### src/rtl/pgsnp_pkg.sv
package pgsnp_pkg;
   typedef enum logic [1:0] {
      OUT_NONE  = 2'd0,
      OUT_AUTO  = 2'd1,
      OUT_DELIB = 2'd2,
      OUT_RSVD  = 2'd3
   } out_mode_e;
endpackage

### src/rtl/pgsnp_fifo.sv
module pgsnp_fifo #(
   parameter int W     = 8,
   parameter int DEPTH = 8
) (
   input  logic         clk,
   input  logic         rst_n,
   input  logic         push,
   input  logic [W-1:0] din,
   input  logic         pop,
   output logic [W-1:0] dout,
   output logic         empty,
   output logic         full
);
   localparam int  AW   = (DEPTH > 1) ? $clog2(DEPTH) : 1;
   localparam int  CW   = $clog2(DEPTH + 1);
   localparam bit  POW2 = ((DEPTH & (DEPTH - 1)) == 0);

   logic [W-1:0]  mem [DEPTH];
   logic [AW-1:0] wr_ptr, rd_ptr, wr_nxt, rd_nxt;
   logic [CW-1:0] cnt;
   logic          do_push, do_pop;

   assign full    = (cnt == CW'(DEPTH));
   assign empty   = (cnt == '0);
   assign do_push = push && !full;
   assign do_pop  = pop && !empty;
   assign dout    = mem[rd_ptr];

   generate
      if (DEPTH < 2) begin : g_depth_chk
         $error("pgsnp_fifo: DEPTH must be at least 2");
      end
      if (POW2) begin : g_wrap
         assign wr_nxt = wr_ptr + 1'b1;
         assign rd_nxt = rd_ptr + 1'b1;
      end else begin : g_cmp
         assign wr_nxt = (wr_ptr == AW'(DEPTH - 1)) ? '0 : wr_ptr + 1'b1;
         assign rd_nxt = (rd_ptr == AW'(DEPTH - 1)) ? '0 : rd_ptr + 1'b1;
      end
   endgenerate

   always_ff @(posedge clk) begin
      if (do_push) mem[wr_ptr] <= din;
   end

   always_ff @(posedge clk) begin
      if (!rst_n) begin
         wr_ptr <= '0;
         rd_ptr <= '0;
         cnt    <= '0;
      end else begin
         if (do_push) wr_ptr <= wr_nxt;
         if (do_pop)  rd_ptr <= rd_nxt;
         case ({do_push, do_pop})
            2'b10:   cnt <= cnt + 1'b1;
            2'b01:   cnt <= cnt - 1'b1;
            default: cnt <= cnt;
         endcase
      end
   end
endmodule

### src/rtl/pgsnp_table.sv
module pgsnp_table
   import pgsnp_pkg::*;
#(
   parameter int PAGES   = 16,
   parameter int NODE_W  = 4,
   parameter int DPAGE_W = 8,
   localparam int PG_W   = $clog2(PAGES)
) (
   input  logic               clk,
   input  logic               rst_n,
   input  logic               wr_en,
   input  logic [PG_W-1:0]    wr_idx,
   input  out_mode_e          wr_mode,
   input  logic               wr_in_en,
   input  logic [NODE_W-1:0]  wr_node,
   input  logic [DPAGE_W-1:0] wr_dpage,
   input  logic [PG_W-1:0]    s_idx,
   output out_mode_e          s_mode,
   output logic [NODE_W-1:0]  s_node,
   output logic [DPAGE_W-1:0] s_dpage,
   input  logic [PG_W-1:0]    r_idx,
   output logic               r_in_en
);
   out_mode_e          mode_arr  [PAGES];
   logic               inen_arr  [PAGES];
   logic [NODE_W-1:0]  node_arr  [PAGES];
   logic [DPAGE_W-1:0] dpage_arr [PAGES];

   generate
      for (genvar i = 0; i < PAGES; i++) begin : g_ent
         out_mode_e          mode_q;
         logic               inen_q;
         logic [NODE_W-1:0]  node_q;
         logic [DPAGE_W-1:0] dpage_q;

         always_ff @(posedge clk) begin
            if (!rst_n) begin
               mode_q  <= OUT_NONE;
               inen_q  <= 1'b0;
               node_q  <= '0;
               dpage_q <= '0;
            end else if (wr_en && (wr_idx == PG_W'(i))) begin
               mode_q  <= wr_mode;
               inen_q  <= wr_in_en;
               node_q  <= wr_node;
               dpage_q <= wr_dpage;
            end
         end

         assign mode_arr[i]  = mode_q;
         assign inen_arr[i]  = inen_q;
         assign node_arr[i]  = node_q;
         assign dpage_arr[i] = dpage_q;
      end
   endgenerate

   assign s_mode  = mode_arr[s_idx];
   assign s_node  = node_arr[s_idx];
   assign s_dpage = dpage_arr[s_idx];
   assign r_in_en = inen_arr[r_idx];
endmodule

### src/rtl/pgsnp_rx_sink.sv
module pgsnp_rx_sink #(
   parameter int PG_W   = 4,
   parameter int OFF_W  = 12,
   parameter int DATA_W = 32,
   parameter int CNT_W  = 8
) (
   input  logic                    clk,
   input  logic                    rst_n,
   input  logic                    head_vld,
   input  logic [PG_W-1:0]         head_page,
   input  logic [OFF_W-1:0]        head_off,
   input  logic [DATA_W-1:0]       head_data,
   input  logic                    page_in_en,
   output logic                    pop,
   output logic                    mem_we,
   output logic [PG_W+OFF_W-1:0]   mem_addr,
   output logic [DATA_W-1:0]       mem_data,
   output logic [CNT_W-1:0]        drop_cnt
);
   logic accept, reject;

   assign pop    = head_vld;
   assign accept = head_vld && page_in_en;
   assign reject = head_vld && !page_in_en;

   always_ff @(posedge clk) begin
      if (!rst_n) begin
         mem_we   <= 1'b0;
         mem_addr <= '0;
         mem_data <= '0;
         drop_cnt <= '0;
      end else begin
         mem_we <= accept;
         if (accept) begin
            mem_addr <= {head_page, head_off};
            mem_data <= head_data;
         end
         if (reject) drop_cnt <= drop_cnt + 1'b1;
      end
   end
endmodule

### src/rtl/snoop_page_packetizer.sv
module snoop_page_packetizer
   import pgsnp_pkg::*;
#(
   parameter int PAGES      = 16,
   parameter int PAGE_BYTES = 4096,
   parameter int DATA_W     = 32,
   parameter int FIFO_DEPTH = 8,
   parameter int NODE_W     = 4,
   parameter int DPAGE_W    = 8,
   parameter int CNT_W      = 8,
   localparam int PG_W      = $clog2(PAGES),
   localparam int OFF_W     = $clog2(PAGE_BYTES),
   localparam int ADDR_W    = PG_W + OFF_W
) (
   input  logic               clk,
   input  logic               rst_n,
   input  logic               cfg_we,
   input  logic [PG_W-1:0]    cfg_page,
   input  logic [1:0]         cfg_out_mode,
   input  logic               cfg_in_en,
   input  logic [NODE_W-1:0]  cfg_node,
   input  logic [DPAGE_W-1:0] cfg_dpage,
   input  logic               snp_valid,
   input  logic [ADDR_W-1:0]  snp_addr,
   input  logic [DATA_W-1:0]  snp_data,
   output logic               snp_stall,
   output logic               tx_valid,
   input  logic               tx_ready,
   output logic [NODE_W-1:0]  tx_node,
   output logic [DPAGE_W-1:0] tx_dpage,
   output logic [OFF_W-1:0]   tx_off,
   output logic [DATA_W-1:0]  tx_data,
   input  logic               rx_valid,
   output logic               rx_ready,
   input  logic [PG_W-1:0]    rx_page,
   input  logic [OFF_W-1:0]   rx_off,
   input  logic [DATA_W-1:0]  rx_data,
   output logic               mem_we,
   output logic [ADDR_W-1:0]  mem_addr,
   output logic [DATA_W-1:0]  mem_data,
   output logic [CNT_W-1:0]   drop_cnt
);
   localparam int TXW = NODE_W + DPAGE_W + OFF_W + DATA_W;
   localparam int RXW = PG_W + OFF_W + DATA_W;

   generate
      if (PAGES < 2 || (PAGES & (PAGES - 1)) != 0) begin : g_pages_chk
         $error("snoop_page_packetizer: PAGES must be a power of two >= 2");
      end
      if (PAGE_BYTES < 4 || (PAGE_BYTES & (PAGE_BYTES - 1)) != 0) begin : g_psize_chk
         $error("snoop_page_packetizer: PAGE_BYTES must be a power of two >= 4");
      end
   endgenerate

   // lookup of the snooped page
   logic [PG_W-1:0]    snp_page;
   logic [OFF_W-1:0]   snp_off;
   out_mode_e          s_mode;
   logic [NODE_W-1:0]  s_node;
   logic [DPAGE_W-1:0] s_dpage;
   logic               auto_hit;
   logic               tx_full, tx_empty;
   logic [TXW-1:0]     tx_head;

   // receive side
   logic [RXW-1:0]     rx_head;
   logic               rx_full, rx_empty, rx_pop;
   logic [PG_W-1:0]    h_page;
   logic [OFF_W-1:0]   h_off;
   logic [DATA_W-1:0]  h_data;
   logic               h_in_en;

   assign snp_page = snp_addr[ADDR_W-1:OFF_W];
   assign snp_off  = snp_addr[OFF_W-1:0];
   assign auto_hit = snp_valid && (s_mode == OUT_AUTO);
   assign snp_stall = auto_hit && tx_full;

   pgsnp_table #(
      .PAGES(PAGES), .NODE_W(NODE_W), .DPAGE_W(DPAGE_W)
   ) u_table (
      .clk(clk), .rst_n(rst_n),
      .wr_en(cfg_we), .wr_idx(cfg_page), .wr_mode(out_mode_e'(cfg_out_mode)),
      .wr_in_en(cfg_in_en), .wr_node(cfg_node), .wr_dpage(cfg_dpage),
      .s_idx(snp_page), .s_mode(s_mode), .s_node(s_node), .s_dpage(s_dpage),
      .r_idx(h_page), .r_in_en(h_in_en)
   );

   pgsnp_fifo #(.W(TXW), .DEPTH(FIFO_DEPTH)) u_txq (
      .clk(clk), .rst_n(rst_n),
      .push(auto_hit), .din({s_node, s_dpage, snp_off, snp_data}),
      .pop(tx_ready), .dout(tx_head), .empty(tx_empty), .full(tx_full)
   );

   assign tx_valid = !tx_empty;
   assign {tx_node, tx_dpage, tx_off, tx_data} = tx_head;

   pgsnp_fifo #(.W(RXW), .DEPTH(FIFO_DEPTH)) u_rxq (
      .clk(clk), .rst_n(rst_n),
      .push(rx_valid), .din({rx_page, rx_off, rx_data}),
      .pop(rx_pop), .dout(rx_head), .empty(rx_empty), .full(rx_full)
   );

   assign rx_ready = !rx_full;
   assign {h_page, h_off, h_data} = rx_head;

   pgsnp_rx_sink #(
      .PG_W(PG_W), .OFF_W(OFF_W), .DATA_W(DATA_W), .CNT_W(CNT_W)
   ) u_sink (
      .clk(clk), .rst_n(rst_n),
      .head_vld(!rx_empty), .head_page(h_page), .head_off(h_off),
      .head_data(h_data), .page_in_en(h_in_en),
      .pop(rx_pop), .mem_we(mem_we), .mem_addr(mem_addr),
      .mem_data(mem_data), .drop_cnt(drop_cnt)
   );
endmodule

### config.mk
export PLATFORM = sky130hd
export DESIGN_NAME = snoop_page_packetizer
export DESIGN_NICKNAME = d
export VERILOG_FILES = /design/src/rtl/pgsnp_pkg.sv /design/src/rtl/pgsnp_fifo.sv /design/src/rtl/pgsnp_table.sv /design/src/rtl/pgsnp_rx_sink.sv /design/src/rtl/snoop_page_packetizer.sv
export SDC_FILE = /design/constraint.sdc
export NUM_CORES = 1
export LEC_CHECK = 0
export CAP_MARGIN = 20
export CORE_MARGIN = 2
export CORE_UTILIZATION = 60
export DETAILED_ROUTE_END_ITERATION = 6
export PLACE_DENSITY = 0.82
export SLEW_MARGIN = 25
export SYNTH_ARGS = -nofsm -noshare
export SYNTH_HDL_FRONTEND = slang
export SYNTH_SLANG_ARGS = --single-unit
### constraint.sdc
create_clock -name clk -period 10.3 [get_ports clk]
set_clock_uncertainty 0.05 [all_clocks]
set_input_delay 2.06 -clock clk [delete_from_list [all_inputs] [get_ports clk]]
set_output_delay 2.06 -clock clk [all_outputs]
set_load 0.01 [all_outputs]
After elaboration in Yosys (flattened, before gate mapping)
Memories as Yosys holds them, arrays and structs flattened. A register that Yosys moved wholly into a read port is not among the register bits.
Index checks and enable logic that the tools add are counted.
{"block": "word_totals", "ff_bits": 317, "ram_bits": 832, "out_inout_bits": 116, "memories": 2}
{"block": "op_classes", "add_sub_neg": 9, "order_cmp": 2, "eq_ne": 22, "n_mux": 22, "bitwise_logic": 2, "reduce_logical": 33}
{"name": "u_txq.mem", "depth": 8, "width": 56, "read_ports": 1, "rd_clocked_by_memory_dff": 1, "wr": 1, "line_no": "pgsnp_fifo.sv:18", "text": "logic [W-1:0] mem [DEPTH];"}
{"name": "u_rxq.mem", "depth": 8, "width": 48, "read_ports": 1, "rd_clocked_by_memory_dff": 1, "wr": 1, "line_no": "pgsnp_fifo.sv:18"}
{"op": "$eq A4 B4 Y1 const B", "count": 10}
{"op": "$bmux W8 S4", "count": 1}
{"op": "$logic_and A1 B1 Y1", "count": 23}
{"op": "$bmux W4 S4", "count": 1}
{"op": "$eq A4 B3 Y1 const B", "count": 4}
{"op": "$mux W8", "count": 2}
{"op": "$pmux W4 S2", "count": 2}
{"op": "$add A3 B1 Y3 const B", "count": 4}
{"op": "$logic_not A4 Y1", "count": 3}
{"op": "$mux W3", "count": 4}
{"op": "$ge A5 B5 Y1 const B", "count": 2}
{"op": "$not A4 Y5", "count": 2}
{"op": "$add A4 B1 Y4 const B", "count": 2}
{"op": "$add A8 B1 Y8 const B", "count": 1}
{"op": "$bmux W2 S4", "count": 1}
{"op": "$eq A4 B2 Y1 const B", "count": 2}
{"op": "$mux W4", "count": 2}
{"op": "$sub A4 B1 Y4 const B", "count": 2}
{"op": "$eq A2 B1 Y1 const B", "count": 3}
{"op": "$mux W1", "count": 6}
{"op": "$logic_not A1 Y1", "count": 5}
{"op": "$bmux W1 S4", "count": 1}
{"op": "$eq A2 B2 Y1 const B", "count": 2}
{"op": "$eq A4 B1 Y1 const B", "count": 1}
{"op": "2 further kinds", "count": 4}

Depth between registers and ports, before layout
Gate-level depths: netlist of run 1.
{"block": "depth", "word_depth": 9, "mapped_depth": 14}

Cells and area by module
A second synthesis of run 1 with hierarchy kept.
{"block": "hier_totals", "cells_unflattened": 2867, "area_unflattened_um2": 46350.7}
{"mod": "pgsnp_fifo at u_txq", "n_inst": 1, "cells_each": 721, "area_per_inst_um2": 17483.0, "seq_area_each_um2": 13713.2}
{"mod": "pgsnp_fifo at u_rxq", "n_inst": 1, "cells_each": 629, "area_per_inst_um2": 15310.9, "seq_area_each_um2": 11791.3}
{"mod": "pgsnp_table", "n_inst": 1, "cells_each": 1260, "area_per_inst_um2": 11501.0, "seq_area_each_um2": 4804.6}
{"mod": "pgsnp_rx_sink", "n_inst": 1, "cells_each": 252, "area_per_inst_um2": 2024.4, "seq_area_each_um2": 1141.1}
{"mod": "snoop_page_packetizer", "n_inst": 1, "cells_each": 5, "area_per_inst_um2": 31.3, "seq_area_each_um2": 0.0}

Least setup slack after synthesis of run 1
OpenSTA, ideal clock, no wires.
{"block": "synth_path", "path_type": "input to register", "startpoint": "in snp_addr[12]", "endpoint": "mem u_txq.mem[2][0] (netlist name), enable pin", "setup_time_ns": 0.550, "t_arrival_ns": 7.775, "setup_slack_ns": 1.925, "cell_stages": 8, "path_buffers": 2, "path_cell_list": "clkbuf_1 clkbuf_1 a31oi_1 a21oi_1 mux4_2 nand3_1 or2_2 nor3b_1"}
{"block": "synth_between", "elab_chain_cells": 9}
{"element": "start: declaration", "line_no": "snoop_page_packetizer.sv:24", "text": "input logic [ADDR_W-1:0] snp_addr,"}
{"element": "$not A4 Y5 (not written as such)", "line_no": "pgsnp_table.sv:57", "text": "assign s_mode = mode_arr[s_idx];"}
{"element": "$bmux W2 S4", "line_no": "pgsnp_table.sv:57"}
{"element": "$mux W2 (not written as such) (2 in series)", "line_no": "pgsnp_table.sv:57"}
{"element": "$eq A2 B1 Y1", "line_no": "snoop_page_packetizer.sv:75", "text": "assign auto_hit = snp_valid && (s_mode == OUT_AUTO);"}
{"element": "$logic_and A1 B1 Y1", "line_no": "snoop_page_packetizer.sv:75"}
{"element": "$logic_and A1 B1 Y1", "line_no": "pgsnp_fifo.sv:25", "text": "assign do_push = push && !full;"}
{"element": "$mux W1", "line_no": "pgsnp_fifo.sv:43", "text": "if (do_push) mem[wr_ptr] <= din;"}
{"element": "$mux W1 (not written as such)", "line_no": "pgsnp_fifo.sv:43"}
{"element": "end: declaration", "line_no": "pgsnp_fifo.sv:18"}
Every way passes these cells. The select of a mux whose other input is x is not followed.

Final worst setup path of run 1
{"block": "layout_path", "startpoint": "in snp_addr[15]", "endpoint": "out snp_stall"}
{"block": "layout_between", "elab_chain_cells": 7}
{"element": "$not A4 Y5 (not written as such)", "line_no": "pgsnp_table.sv:57"}
{"element": "$bmux W2 S4", "line_no": "pgsnp_table.sv:57"}
{"element": "$mux W2 (not written as such) (2 in series)", "line_no": "pgsnp_table.sv:57"}
{"element": "$eq A2 B1 Y1", "line_no": "snoop_page_packetizer.sv:75"}
{"element": "$logic_and A1 B1 Y1", "line_no": "snoop_page_packetizer.sv:75"}
{"element": "$logic_and A1 B1 Y1", "line_no": "snoop_page_packetizer.sv:76", "text": "assign snp_stall = auto_hit && tx_full;"}
{"element": "end: declaration", "line_no": "snoop_page_packetizer.sv:26", "text": "output logic snp_stall,"}
Every way passes these cells. The select of a mux whose other input is x is not followed.

==> flow_metrics.py, run 1 <==
metrics = {
    "route": {
        "wl_per_cell_um": 25.0,
        "dr.pass1.iters": 6,
        "drc": 0,
        "vias_per_cell": 6.23,
        "initialDrtViolationCount": 2694,
        "drt_wl_total_um": 102000,
        "antenna_left": 0,
        "num_vias": 25301,
    },
    "timing": {
        "final.period_utilization_pct": 64.1,
        "finalHoldViolations": 0,
        "relSlewSlack_pct": 26.7,
        "finalSetupViolCount": 0,
        "rsz0062_at_grt": "no",
        "finalMaxSlewViolations": 0,
        "fin_tns_setup_ns": 0,
        "fin_crit_ns": 6.60,
        "tightest_slew_ns": 1.10,
        "fmax_ghz": 0.151,
        "holdWs_ns": 0.404,
    },
    "run_status": {
        "status": "complete, no violations",
    },
    "grt": {
        "track_usage_pct": 26.5,
        "grt_pass1_vias": 26007,
        "grt_pass1_wl_um": 154000,
        "grt-ovfl-total": 0,
        "grt_max_degree": 127,
        "antenna_found_initial": 12,
    },
    "die": {
        "die_w_um": 276,
        "core_area_um2": 73200,
        "start_util_pct": 60.8,
        "rows": 99,
        "ios": 237,
        "die-area_um2": 76400,
        "die_y_um": 276,
    },
    "power": {
        "power_density_nw_per_um2": 217,
        "p_leak_nw": 16.2,
        "p_total_mw": 11.2,
        "peakVddDrop_mv": 0.165,
    },
    "clocking": {
        "cts_tree": "done",
        "clockBufferDepth": 3,
        "cts_setup_buffers": 0,
        "clock_latency_ns": 0.69,
        "htree_levels": 3,
        "cts_buffers": 109,
        "cts_resized": 0,
        "cts_sinks": 1155,
        "ctsHoldBuffers": 0,
        "clk_pin_slew_ns": 0.06,
        "cts-root-buf": "clkbuf_16",
    },
    "layout": {
        "drive_gt1_share_pct": 18.9,
        "final_core_util_pct": 70.6,
        "final_cell_mix": "edfxtp_1, nand2_1, dfxtp_1",
        "final_common_cell": "edfxtp_1",
        "nNetsFinal": 3132,
        "area_delta_synth_final_pct": 16.1,
    },
    "setup_path": {
        "required_ns": 8.19,
        "r2r_cells": 8,
        "endpoint_kind": "output port",
        "crit_path_cell_trace": "clkdlybuf4s50_1, inv_1, mux4_2, nand2_1, nor2_1, clkdlybuf4s50_1",
        "arrival_ns": 4.49,
        "critPathSlowestCell": "clkdlybuf4s50_1",
        "cp_slowest_stage_delay_ns": 0.66,
        "path_class": "input pin to output port",
        "cpMostUsedCell": "clkdlybuf4s50_1",
        "start_kind": "input pin",
        "cp_max_fo": 13,
    },
    "synthesis": {
        "syn_nets": 2927,
        "synth_cells": 2794,
        "avgSynthCellArea_um2": 15.9,
        "ys_ff_latch": 1155,
        "netlist_area_um2": 44500,
        "ys_seq_area_share_pct": 70.7,
        "synth_ff_type": "edfxtp_1",
        "synth-edff-count": 832,
        "async_flop_share_pct": 0,
        "yosysWarnings": 0,
        "post_synth_num_cell_types": 48,
    },
    "place": {
        "dp_hpwl_um": 55900,
        "gp_congestion": 0.853,
        "io_buffer_count": 236,
    },
    "worst_hold_path": {
        "worstHoldPathType": "flop to flop",
        "hold_depth": 2,
    },
    "flow_run": {
        "drv_cap": 0,
    },
}
Yosys cell counts (15+ instances only):
master / instances / share of area (%)
a21oi_1: 257 / 2.9
mux4_2: 268 / 14
dfxtp_1: 323 / 15
nand3_1: 16 / 0.18
nor2_1: 90 / 0.76
nor3_1: 15 / 0.17
edfxtp_1: 832 / 56
mux2_2: 59 / 1.5
buf_1: 29 / 0.24
nand2_1: 524 / 4.4
clkbuf_1: 145 / 1.2
mux2i_1: 62 / 1.4
a211oi_1: 47 / 0.79
flip-flops by register name, summed over array words and instances (netlist names), named ones only:
register	flops
u_sink.drop_cnt	8
u_sink.mem_data	32
u_table.g_ent.inen_q	16
u_table.g_ent.node_q	64
u_sink.mem_addr	16
u_table.g_ent.mode_q	32
u_txq.mem	448
u_txq.cnt	4
u_rxq.mem	384
u_rxq.cnt	4
u_table.g_ent.dpage_q	128
u_sink.mem_we	1
u_txq.wr_ptr	3
u_txq.rd_ptr	3
u_rxq.rd_ptr	3
u_rxq.wr_ptr	3
cells by family after synthesis:
kind of cell    share of synthesized area [%]
buf+inv                                  1.80
mux                                      16.6
xor+xnor                                0.276
fa+ha+maj                               0.354
compound gates                           4.03
flops                                    70.7
simple gates                             6.31
worst max-delay path: cells and delay by family:
family | cells | cell delay [ns]
buffers and inverters | 3 | 1.80
and+or+nand+nor | 2 | 0.19
muxes | 1 | 0.44
power breakdown:
part	total, mW	leakage, nW	internal [mW]	switching, mW
Combinational	1.78	4.10	0.937	0.839
Clock	4.17	1.88	2.43	1.74
Sequential	5.27	10.2	5.13	0.143
area by class of cell:
class,instances,area [um^2]
Sequential cell,1155,31500
Fill cell,4343,21600
Multi-Input combinational cell,1437,12400
Clock buffer,149,3100
Timing Repair Buffer,281,2730
Tap cell,959,1200
Clock inverter,57,728
Inverter,15,63.8
Antenna cell,7,17.5
layer usage:
metal	wire [um]	share of wire, %	GRT usage, %
met5	80	0.079	0
met4	2840	2.8	9.51
met3	9940	9.8	7.26
met2	50700	50	43.6
met1	38000	37	34.2
through the flow:
step                std cells  cell area [um^2]  setup WS, ns
finish                   4060             51700          3.70
global route             4058             51600          3.56
CTS                      4052             51600          3.73
detailed placement       3846             47800          3.71
global placement         3846             47800          3.73
floorplan                2794             44500          1.92
path summary, 6_finish.rpt:
check / startpoint / endpoint / slack [ns]
hold / removal: u_table.g_ent[7].inen_q / u_table.g_ent[7].inen_q / 0.40
setup / recovery: snp_addr[15] / snp_stall / 3.70
setup reg to reg: flop / u_sink.mem_data[13] / 5.67
hold reg to reg: u_table.g_ent[7].inen_q / u_table.g_ent[7].inen_q / 0.40
Power figures use the tool's default switching activity.
==> inputs of run 2 (changes only) <==
CORE_UTILIZATION = 54   (was 60)
PLACE_DENSITY = 0.78   (was 0.82)
clock period = 5.99 ns   (was 10.3 ns; I/O delays follow)
==> run 2 against run 1 <==
  * Cell area up 0.20%
  * Die area rose by 11%
  * Clock power rose by 64%
  * First-iteration DRC count down 11%
  * Via count decreased by 0.62%
  * Highest routed layer unchanged
  * Final cell count increased by 3.0%
  * Power grew 69%
  * Critical path depth up 2
  * Critical path type unchanged
  * Core utilization decreased by 7.3 points
  * Sequential power grew 71%
  * Combinational power increased by 75%
==> flow_metrics.py, run 2 (synthesis results as in run 1) <==
metrics = {
    "route": {
        "antenna_left": 0,
        "dr.pass1.iters": 6,
        "initialDrtViolationCount": 2406,
        "num_vias": 25145,
        "vias_per_cell": 6.02,
        "drt_wl_total_um": 101000,
        "wl_per_cell_um": 24.3,
        "drc": 0,
    },
    "power": {
        "power_density_nw_per_um2": 366,
        "peakVddDrop_mv": 0.300,
        "p_leak_nw": 16.2,
    },
    "die": {
        "die_w_um": 291,
        "ios": 237,
        "start_util_pct": 54.4,
        "die-area_um2": 84700,
        "rows": 105,
        "die_y_um": 291,
        "core_area_um2": 81800,
    },
    "place": {
        "dp_hpwl_um": 57800,
        "io_buffer_count": 236,
        "gp_congestion": 0.845,
    },
    "setup_path": {
        "required_ns": 4.74,
        "arrival_ns": 3.57,
        "path_class": "input pin to output port",
        "cp_max_fo": 18,
        "endpoint_kind": "output port",
        "start_kind": "input pin",
    },
    "flow_run": {
        "drv_cap": 0,
    },
    "timing": {
        "fin_crit_ns": 4.82,
        "finalHoldViolations": 0,
        "tightest_slew_ns": 1.01,
        "finalMaxSlewViolations": 0,
        "relSlewSlack_pct": 32.4,
        "finalSetupViolCount": 0,
        "final.period_utilization_pct": 80.4,
        "fin_tns_setup_ns": 0,
        "rsz0062_at_grt": "no",
        "fmax_ghz": 0.208,
    },
    "layout": {
        "seq_area_um2": 31500,
        "nNetsFinal": 3141,
        "top_regs": "u_txq.mem x448, u_rxq.mem x384, u_table.g_ent.dpage_q x128",
        "regMostFlops": "u_txq.mem",
        "n_fill_cell": 5500,
        "multi_input_area_um2": 12400,
        "final_cell_mix": "edfxtp_1, nand2_1, dfxtp_1",
        "largest_reg_flops": 448,
        "final_core_util_pct": 63.2,
        "drive_gt1_share_pct": 18.7,
        "area_delta_synth_final_pct": 16.3,
        "final_common_cell": "edfxtp_1",
    },
    "clocking": {
        "htree_levels": 3,
        "cts_setup_buffers": 0,
        "clockBufferDepth": 3,
        "cts_sinks": 1155,
        "cts_tree": "done",
        "cts_buffers": 109,
        "clock_latency_ns": 0.69,
        "clk_pin_slew_ns": 0.06,
        "cts_resized": 0,
        "cts-root-buf": "clkbuf_16",
        "ctsHoldBuffers": 0,
    },
    "grt": {
        "grt_pass1_wl_um": 155000,
        "grt_max_degree": 171,
        "grt-ovfl-total": 0,
        "grt_pass1_vias": 25967,
        "antenna_found_initial": 15,
        "track_usage_pct": 24.0,
    },
    "worst_hold_path": {
        "worstHoldPathType": "flop to flop",
    },
    "run_status": {
        "status": "complete, no violations",
    },
}
-- run 2: where the power goes --
part           internal [mW]  total (mW)  switching, mW  leakage, nW
sequential              8.81        9.00          0.191         10.2
clock                   3.87        6.82           2.95         1.79
combinational           1.62        3.12           1.50         4.16
-- run 2: final cells by class --
| class | instances | share of cell area [%] |
|---|---|---|
| clock inverters | 65 | 1.22 |
| clock buffers | 140 | 5.75 |
| diodes | 8 | 0.0387 |
| repair buffers | 290 | 5.53 |
| inverters | 15 | 0.133 |
| well taps | 1070 | 2.59 |
| flip-flops and latches | 1155 | 60.8 |
| multi-input cells | 1437 | 23.9 |
-- run 2: per-stage QoR --
stage / std cells / setup slack, ns / cell area [um^2] / hold slack, ns / total power, mW
after floorplan: 2794 / 0.300 / 44500 / 0.382 / 11.3
after global placement: 3966 / 1.16 / 48100 / 0.388 / 12.2
after detailed placement: 3966 / 1.19 / 48100 / 0.395 / 12.3
after CTS: 4171 / 1.17 / 51700 / 0.404 / 19.1
after global routing: 4179 / 1.03 / 51800 / 0.416 / 19.6
final: 4180 / 1.17 / 51800 / 0.405 / 18.9
-- run 2: path summary, 6_finish.rpt --
check,end,from,slack [ns],cells past startpoint
worst max-delay path,snp_stall,snp_addr[14],1.17,8
worst min-delay path,u_table.g_ent[14].inen_q,u_table.g_ent[14].inen_q,0.40,2
worst min register to register,u_table.g_ent[14].inen_q,u_table.g_ent[14].inen_q,0.40,2
worst max register to register,u_sink.mem_data[6],flop,2.07,7
-- run 2: layer usage --
layer  part of all wire [%]  vias up  track usage, %
li1                       -    11045               -
met1                     38    12741            30.7
met2                     50     1112            40.2
met3                    8.7      231            5.83
met4                    2.9       16            8.96
met5                  0.095        -               0
-- run 2: worst max-delay path: stages --
cell and delay (ns):
clkdlybuf4s50_1 0.52, buf_4 0.29, a311oi_1 0.09, a21oi_1 0.15, mux4_2 0.36, nand2_1 0.08, nor2_1 0.28, clkdlybuf4s50_1 0.61
